[config.mk]
export PLATFORM = sky130hd
export DESIGN_NAME = npc_unit
export DESIGN_NICKNAME = d
export VERILOG_FILES = /design/src/rtl/npc_pkg.sv /design/src/rtl/npc_sext.sv /design/src/rtl/npc_branch_eval.sv /design/src/rtl/npc_jump_target.sv /design/src/rtl/npc_unit.sv
export SDC_FILE = /design/constraint.sdc
export NUM_CORES = 1
export LEC_CHECK = 0
export BUFFER_PORTS_ARGS = -buffer_cell sky130_fd_sc_hd__buf_4
export CAP_MARGIN = 25
export CORE_ASPECT_RATIO = 2
export CORE_MARGIN = 2
export CORE_UTILIZATION = 35
export DETAILED_ROUTE_END_ITERATION = 8
export MAX_ROUTING_LAYER = met4
export SLEW_MARGIN = 10
export SYNTH_ARGS = -nofsm -noshare
export SYNTH_HDL_FRONTEND = slang
export SYNTH_HIERARCHICAL = 1
export SYNTH_SLANG_ARGS = --single-unit
[constraint.sdc]
create_clock -name clk -period 7.26 [get_ports clk]
set_input_delay 1.452 -clock clk [delete_from_list [all_inputs] [get_ports clk]]
set_output_delay 1.452 -clock clk [all_outputs]
set_load 0.01 [all_outputs]
[src/rtl/npc_pkg.sv]
package npc_pkg;

    typedef enum logic [3:0] {
        CF_NONE  = 4'd0,
        CF_BEQZ  = 4'd1,
        CF_BNEZ  = 4'd2,
        CF_BTEQZ = 4'd3,
        CF_BTNEZ = 4'd4,
        CF_B     = 4'd5,
        CF_JAL   = 4'd6,
        CF_JALX  = 4'd7,
        CF_JR    = 4'd8,
        CF_JRRA  = 4'd9,
        CF_JALR  = 4'd10
    } cf_kind_e;

    localparam int IMM_W     = 26;
    localparam int SHORT_W   = 8;
    localparam int UNCOND_W  = 11;
    localparam int EXT_W     = 16;
    localparam int REGION_LO = 28;

    function automatic logic is_branch(cf_kind_e k);
        return (k == CF_BEQZ) || (k == CF_BNEZ) || (k == CF_BTEQZ) ||
               (k == CF_BTNEZ) || (k == CF_B);
    endfunction

    function automatic logic is_jump(cf_kind_e k);
        return (k == CF_JAL) || (k == CF_JALX) || (k == CF_JR) ||
               (k == CF_JRRA) || (k == CF_JALR);
    endfunction

    function automatic logic is_link(cf_kind_e k);
        return (k == CF_JAL) || (k == CF_JALX) || (k == CF_JALR);
    endfunction

endpackage

[src/rtl/npc_sext.sv]
module npc_sext #(
    parameter int IN_W  = 8,
    parameter int OUT_W = 32
) (
    input  logic [IN_W-1:0]  val_i,
    output logic [OUT_W-1:0] val_o
);
    generate
        if (IN_W >= OUT_W) begin : g_trunc
            assign val_o = val_i[OUT_W-1:0];
        end else begin : g_ext
            assign val_o = {{(OUT_W-IN_W){val_i[IN_W-1]}}, val_i};
        end
    endgenerate
endmodule

[src/rtl/npc_branch_eval.sv]
module npc_branch_eval
    import npc_pkg::*;
#(
    parameter int XLEN = 32
) (
    input  cf_kind_e          kind_i,
    input  logic              ext_i,
    input  logic [EXT_W-1:0]  imm_i,
    input  logic [XLEN-1:0]   reg_i,
    input  logic [XLEN-1:0]   t8_i,
    input  logic [XLEN-1:0]   nia_i,
    output logic              taken_o,
    output logic [XLEN-1:0]   target_o
);
    localparam int NUM_W = 3;
    localparam int OFF_W [NUM_W] = '{SHORT_W, UNCOND_W, EXT_W};

    logic [XLEN-1:0] sx [NUM_W];

    for (genvar g = 0; g < NUM_W; g++) begin : g_off
        npc_sext #(.IN_W(OFF_W[g]), .OUT_W(XLEN)) u_sext (
            .val_i (imm_i[OFF_W[g]-1:0]),
            .val_o (sx[g])
        );
    end

    logic            reg_zero, t8_zero;
    logic [XLEN-1:0] off;

    always_comb begin
        reg_zero = (reg_i == '0);
        t8_zero  = (t8_i == '0);
        unique case (kind_i)
            CF_BEQZ:  taken_o = reg_zero;
            CF_BNEZ:  taken_o = !reg_zero;
            CF_BTEQZ: taken_o = t8_zero;
            CF_BTNEZ: taken_o = !t8_zero;
            CF_B:     taken_o = 1'b1;
            default:  taken_o = 1'b0;
        endcase
        if (ext_i)               off = sx[2];
        else if (kind_i == CF_B) off = sx[1];
        else                     off = sx[0];
        target_o = nia_i + (off << 1);
    end
endmodule

[src/rtl/npc_jump_target.sv]
module npc_jump_target
    import npc_pkg::*;
#(
    parameter int XLEN = 32
) (
    input  cf_kind_e         kind_i,
    input  logic [IMM_W-1:0] imm_i,
    input  logic [XLEN-1:0]  reg_i,
    input  logic [XLEN-1:0]  ra_i,
    input  logic [XLEN-1:0]  nia_i,
    output logic [XLEN-1:0]  target_o
);
    localparam int FIELD_W = 5;
    localparam int LOW_W   = 16;

    logic [IMM_W-1:0]     idx;
    logic [XLEN-1:0]      region;
    logic [REGION_LO-1:0] unused_nia_lo;

    always_comb begin
        // first halfword carries index[20:16] in its upper field, [25:21] in its lower
        idx = {imm_i[LOW_W+FIELD_W-1:LOW_W],
               imm_i[LOW_W+2*FIELD_W-1:LOW_W+FIELD_W],
               imm_i[LOW_W-1:0]};
        region = {nia_i[XLEN-1:REGION_LO], REGION_LO'({idx, 2'b00})};
        unused_nia_lo = nia_i[REGION_LO-1:0];
        unique case (kind_i)
            CF_JAL:  target_o = region | XLEN'(1);
            CF_JALX: target_o = region;
            CF_JRRA: target_o = ra_i;
            default: target_o = reg_i;
        endcase
    end
endmodule

[src/rtl/npc_unit.sv]
module npc_unit
    import npc_pkg::*;
#(
    parameter int XLEN = 32
) (
    input  logic             clk,
    input  logic             rst_n,
    input  logic             acc_i,
    input  logic [XLEN-1:0]  pc_i,
    input  logic [3:0]       kind_i,
    input  logic             ext_i,
    input  logic [IMM_W-1:0] imm_i,
    input  logic [XLEN-1:0]  reg_i,
    input  logic [XLEN-1:0]  t8_i,
    input  logic [XLEN-1:0]  ra_i,
    output logic [XLEN-1:0]  npc_o,
    output logic [XLEN-1:0]  link_o,
    output logic             link_we_o,
    output logic             isa16_o,
    output logic             dslot_o,
    output logic             illegal_o,
    output logic [XLEN-1:0]  exc_pc_o
);
    typedef struct packed {
        logic            dslot;
        logic            mode;
        logic [XLEN-1:0] pend;
        logic [XLEN-1:0] jpc;
    } npc_state_t;

    npc_state_t st_d, st_q;

    cf_kind_e        kind;
    logic [XLEN-1:0] nia;
    logic            br_taken;
    logic [XLEN-1:0] br_tgt, jmp_tgt;
    logic            wide;

    always_comb begin
        kind = cf_kind_e'(kind_i);
        wide = ext_i || (kind == CF_JAL) || (kind == CF_JALX);
        nia  = pc_i + (wide ? XLEN'(4) : XLEN'(2));
    end

    npc_branch_eval #(.XLEN(XLEN)) u_br (
        .kind_i   (kind),
        .ext_i    (ext_i),
        .imm_i    (imm_i[EXT_W-1:0]),
        .reg_i    (reg_i),
        .t8_i     (t8_i),
        .nia_i    (nia),
        .taken_o  (br_taken),
        .target_o (br_tgt)
    );

    npc_jump_target #(.XLEN(XLEN)) u_jt (
        .kind_i   (kind),
        .imm_i    (imm_i),
        .reg_i    (reg_i),
        .ra_i     (ra_i),
        .nia_i    (nia),
        .target_o (jmp_tgt)
    );

    always_comb begin
        st_d      = st_q;
        npc_o     = nia;
        link_we_o = 1'b0;
        illegal_o = 1'b0;
        link_o    = nia + XLEN'(2);
        exc_pc_o  = st_q.dslot ? st_q.jpc : pc_i;
        if (st_q.dslot) begin
            npc_o = {st_q.pend[XLEN-1:1], 1'b0};
        end else if (br_taken) begin
            npc_o = br_tgt;
        end
        if (acc_i) begin
            if (st_q.dslot) begin
                illegal_o = is_branch(kind) || is_jump(kind);
                st_d.mode  = st_q.pend[0];
                st_d.dslot = 1'b0;
            end else if (is_jump(kind)) begin
                link_we_o  = is_link(kind);
                st_d.dslot = 1'b1;
                st_d.pend  = jmp_tgt;
                st_d.jpc   = pc_i;
            end
        end
    end

    always_ff @(posedge clk or negedge rst_n) begin
        if (!rst_n) begin
            st_q <= '{dslot: 1'b0, mode: 1'b1, pend: '0, jpc: '0};
        end else begin
            st_q <= st_d;
        end
    end

    assign isa16_o = st_q.mode;
    assign dslot_o = st_q.dslot;

endmodule

### Word level (Yosys, flattened, before mapping)

Index checks and enable logic that the tools add are counted.

* add/sub/neg operators: 3
* equal/unequal tests: 10
* multiplexer cells: 15
* bitwise operators: 1
* reductions and logical operators: 18

Operators with widths (number)
* $mux 32: 3
* $pmux 32 s3: 1
* $logic_not 32->1: 2
* $mux 31: 2
* $add 32x2->32 const B: 1
* $add 32x3->32: 1
* $add 32x32->32: 1
* $eq 4x3->1 const B: 4
* $eq 4x4->1 const B: 3
* $logic_or 1x1->1: 12
* $eq 4x2->1 const B: 2
* $mux 1: 7
* $pmux 1 s5: 1
* $eq 4x1->1 const B: 1
* $mux 3: 1
* $reduce_and 3->1: 1
* $logic_not 1->1: 2
* $reduce_and 2->1: 1
* $not 1->1: 1

* register bits: 66
* input bits: 162
* output and inout bits: 100
* logic and storage cells: 51

### Logic depth before layout (Yosys ltp)

* depth in word-level cells: 8
* mapped depth: 22
* depth with buffers taken out: 21

### Modules after synthesis

The synthesis kept the hierarchy.

By module, submodules not included
* npc_unit: times used 1, cells each 545, area each 5133.7 sq um, sequential area each 1652.8 sq um
* npc_branch_eval: times used 1, cells each 410, area each 2743.9 sq um, sequential area each 0.0 sq um
* npc_sext: times used 3, cells each 32, area each 240.2 sq um, sequential area each 0.0 sq um
* npc_jump_target: times used 1, cells each 77, area each 646.9 sq um, sequential area each 0.0 sq um

### Worst setup path before layout

OpenSTA, ideal clock, no wires.

* path kind: input to output
* start point: in kind_i[2]
* end point: out npc_o[30]
* data arrival time: 5517 ps
* data required time: 5808 ps
* slack: 291 ps
* stages: 21
* buffers on the path: 1
* cell sequence: nor2b_1 -> nand2_1 -> nand2b_1 -> inv_1 -> ha_1 -> inv_1 -> fa_1 -> nand4b_1 -> nor3_4 -> nor3b_1 -> xor2_1 -> ha_1 -> buf_2 -> a21oi_1 -> o21ai_0 -> a2111oi_0 -> o21bai_1 -> nor3b_1 -> xnor2_1 -> mux2i_1 -> o21ai_0

* longest elaborated chain between the ends: 8
* elaborated cells on any way between the ends: 17
* classes of those cells: 2 x add/sub; 7 x eq/ne; 6 x mux; 2 x reduce/logical

RTL lines
* start: declaration: line npc_unit.sv:10 `input logic [3:0] kind_i,`
* $eq 4x3->1: line npc_unit.sv:41 `wide = ext_i || (kind == CF_JAL) || (kind == CF_JALX);`
* $logic_or 1x1->1: line npc_unit.sv:41
* $logic_or 1x1->1 *: line npc_unit.sv:41
* $mux 3 *: line npc_unit.sv:42 `nia = pc_i + (wide ? XLEN'(4) : XLEN'(2));`
* $add 32x3->32 *: line npc_unit.sv:42
* net nia[25]: line npc_unit.sv:34 `logic [XLEN-1:0] nia;`
* $add 32x32->32 *: line npc_branch_eval.sv:44 `target_o = nia_i + (off << 1);`
* net br_tgt[30]: line npc_unit.sv:36 `logic [XLEN-1:0] br_tgt, jmp_tgt;`
* $mux 32 *: line npc_unit.sv:74 `end else if (br_taken) begin`
* $mux 32 *: line npc_unit.sv:72 `if (st_q.dslot) begin`
* end: declaration: line npc_unit.sv:16 `output logic [XLEN-1:0] npc_o,`

Mark *: on every way through the listed nets, which the timed path passes. The rest lies on a longest branch.

### Worst setup path after layout

* start point: in kind_i[2]
* end point: out npc_o[31]

The elaborated chain is that of the path after synthesis.

==> impl_results.md <==
- Outcome: completed
- Worst slew slack as a fraction of its limit: 0.352
- Dpl cell area: 0.0113 mm^2
- Maximum fanout along the worst path: 6
- Time the final worst path needs with I/O delays and setup: 7.08 ns
- Maximum buffer depth of the clock tree: 2
- FP Rows: 84
- Leading cell types in the layout, fill and taps excluded: sky130_fd_sc_hd__buf_4 (361), sky130_fd_sc_hd__nand2_1 (135), sky130_fd_sc_hd__o21ai_0 (91)
- Leakage power: 0.00537 uW
- Hold/Removal Path Class: reg -> reg
- DRC errors left: 0
- Total routed wirelength: 35.4 mm
- Grt total ovfl: 0
- Sinks on the clock net: 66
- Combinational fraction of design power: 0.480
- Routability congestion estimate from global placement: 0.902
- Total number of yosys warnings: 6
- Switching Share: 0.366
- Via count of the routed design: 9,237
- Worst-Margin Slew: 0.964 ns
- Number of top-level pins: 262
- Fill cells: 2,654
- Share of layout cells above drive strength 1: 0.391
- Die area: 0.0277 mm^2
- Sum of net half-perimeters after detailed placement: 28.5 mm
- WHS: 0.484 ns
- Power density cells: 173 mW/mm^2
- Capture instance of the worst register-to-register path: st_q[6]
- Antenna Cells: 0
- Post-route clock period utilization: 0.975
- Total Routing Usage GR: 0.257
- Hold Vio Cnt, Final: 0
- Internal reg-to-reg setup slack: 4.47 ns
- Worst Setup SP: kind_i[2]
- Sequential Power Share: 0.264
- Launch instance of the worst register-to-register path: dslot_o
- Data arrival time at the worst-slack endpoint: 5.63 ns
- Port buffer count: 261
- Final critical-path setup slack: 0.182 ns
- Syn Std Cell Area: 0.00922 mm^2
- Synthesized instance count: 1,125
- Synth Net Count: 1,325
- Global-route wire length before repair: 53.0 mm
- Nature of the critical path startpoint: primary input
- Post-Layout Cell Count: 1,686
- Number of design-rule violations left by the first detailed-router iteration: 514
- Relative contribution of the clock network to total power: 0.256
- Number of cells on the worst hold path: 2
- Avg Synthesized Cell Area: 8.20 um^2
- Synth-to-Final Area Change: 28.7%
- Antenna violations before repair: 0
- Area of the multi-input gates: 0.00657 mm^2
- Remaining antenna violation count: 0
- Switch Pwr: 754 uW
- Post-detailed-route wirelength per cell: 21.0 um
- Post-placement worst setup slack: -0.247 ns
- Chip height: 234 um
- Number of global-route vias before repair: 9,123
- H-tree level count: 3
- Number of buffers added by the clock tree synthesis step: 9
- Maximum clock frequency: 141 MHz
- # Max-Cap Violations: 0
- Die width: 119 um
- Layout net count: 1,537
- CP Class: in -> out
- Internal Dissipation: 1300 uW
- Final Max Tran Viols: 0
- First drt pass iteration count: 6
- Clock latency on the worst-skew pair: 0.36 ns
- Storage element area: 0.00166 mm^2
- Final setup vio count: 0
- Sort of element at the end of the critical path: output pin
- Max Clock Skew: 0.00315 ns
- Required time of the critical path: 5.81 ns
- Post-detailed-route via-to-cell ratio: 5.48
- Starting density of the core: 0.354
- Most common cell after layout, fill and taps aside: sky130_fd_sc_hd__buf_4
- VDD IR-drop max: 0.129 mV
- Total placed cells including tap cells: 1,665
- Area inside the core boundary: 0.0261 mm^2
- Master cell of the clock root buffer: sky130_fd_sc_hd__clkbuf_16
- CTS clock-pin slew for the worst setup and hold paths: 0.06 ns
- Length in cells of the worst reg-to-reg path: 5
- Area of all placed cells without fillers: 0.0119 mm^2
- Termination of the worst setup path: npc_o[31]
- Clock tree from TritonCTS: yes
- Maximum number of pins on one net before global-route repair: 68
-- sequential cells by signal, indices dropped and copies added (netlist names) --
register	flops
st_q	64
dslot_o	1
isa16_o	1
-- worst max-delay path, stage by stage --
cell and delay, ns:
sky130_fd_sc_hd__buf_4 0.11, sky130_fd_sc_hd__nor2b_1 0.13, sky130_fd_sc_hd__nand2_1 0.08, sky130_fd_sc_hd__nand2b_1 0.11
sky130_fd_sc_hd__inv_2 0.08, sky130_fd_sc_hd__ha_2 0.17, sky130_fd_sc_hd__inv_1 0.06, sky130_fd_sc_hd__fa_2 0.36
sky130_fd_sc_hd__nand4b_1 0.22, sky130_fd_sc_hd__buf_4 0.19, sky130_fd_sc_hd__nor3_4 0.22, sky130_fd_sc_hd__buf_6 0.14
sky130_fd_sc_hd__nand4_1 0.12, sky130_fd_sc_hd__xnor2_2 0.20, sky130_fd_sc_hd__buf_4 0.17, sky130_fd_sc_hd__and3_1 0.21
sky130_fd_sc_hd__a2111oi_4 0.46, sky130_fd_sc_hd__mux2i_1 0.27, sky130_fd_sc_hd__o41ai_2 0.11, sky130_fd_sc_hd__a211oi_2 0.25
sky130_fd_sc_hd__mux2i_1 0.11, sky130_fd_sc_hd__o21ai_1 0.15, sky130_fd_sc_hd__buf_4 0.15, sky130_fd_sc_hd__buf_4 0.11
-- final cells by class --
class / instances / area share
multi-input combinational: 870 / 0.554
timing repair buffer: 364 / 0.233
sequential: 66 / 0.140
tap: 344 / 0.0363
clock buffer: 10 / 0.0193
clock inverter: 6 / 0.00949
inverter: 26 / 0.00822
-- how the worst min path moves through the flow --
stage                     endpoint  slack (ns)     start
after floorplan           st_q[10]        0.45  st_q[10]
after global placement    st_q[22]        0.46  st_q[22]
after detailed placement   st_q[7]        0.47   st_q[7]
after CTS                  st_q[7]        0.49   st_q[7]
after global routing      st_q[38]        0.52  st_q[38]
final                     st_q[29]        0.48  st_q[29]
-- timing repair --
action | in CTS | in global routing
setup endpoints to repair | 4 | 16
buffers inserted | 2 | 3
resized for setup | 5 | 47
hold buffers | 0 | 0
pin swaps | 3 | 17
-- power groups by stage --
| stage | Sequential (uW) | Combinational [uW] | Clock (uW) |
|---|---|---|---|
| 2_1_floorplan | 518 | 587 | 0 |
| 3_3_place_gp | 543 | 947 | 0 |
| 3_5_place_dp | 549 | 959 | 0 |
| 4_1_cts | 543 | 966 | 539 |
| 5_1_grt | 557 | 1070 | 549 |
| 6_report | 544 | 988 | 527 |
-- layer usage --
metal  vias to the layer above  wire, um  GRT usage
met3                        66      2370     0.0356
met5                         -         0          -
met2                       451     17900      0.455
met4                         0      1660      0.114
met1                      4320     13400      0.285
li1                       4400         -          -
-- stage by stage --
step / power [uW] / utilization / TNS (ns)
final: 2060 / 0.455 / 0
after floorplan: 1100 / - / 0
after CTS: 2050 / 0.448 / 0
after global routing: 2170 / 0.455 / -0.418
after detailed placement: 1510 / 0.434 / -0.418
after global placement: 1490 / 0.433 / -0.336
(Power assumes the default switching activity.)
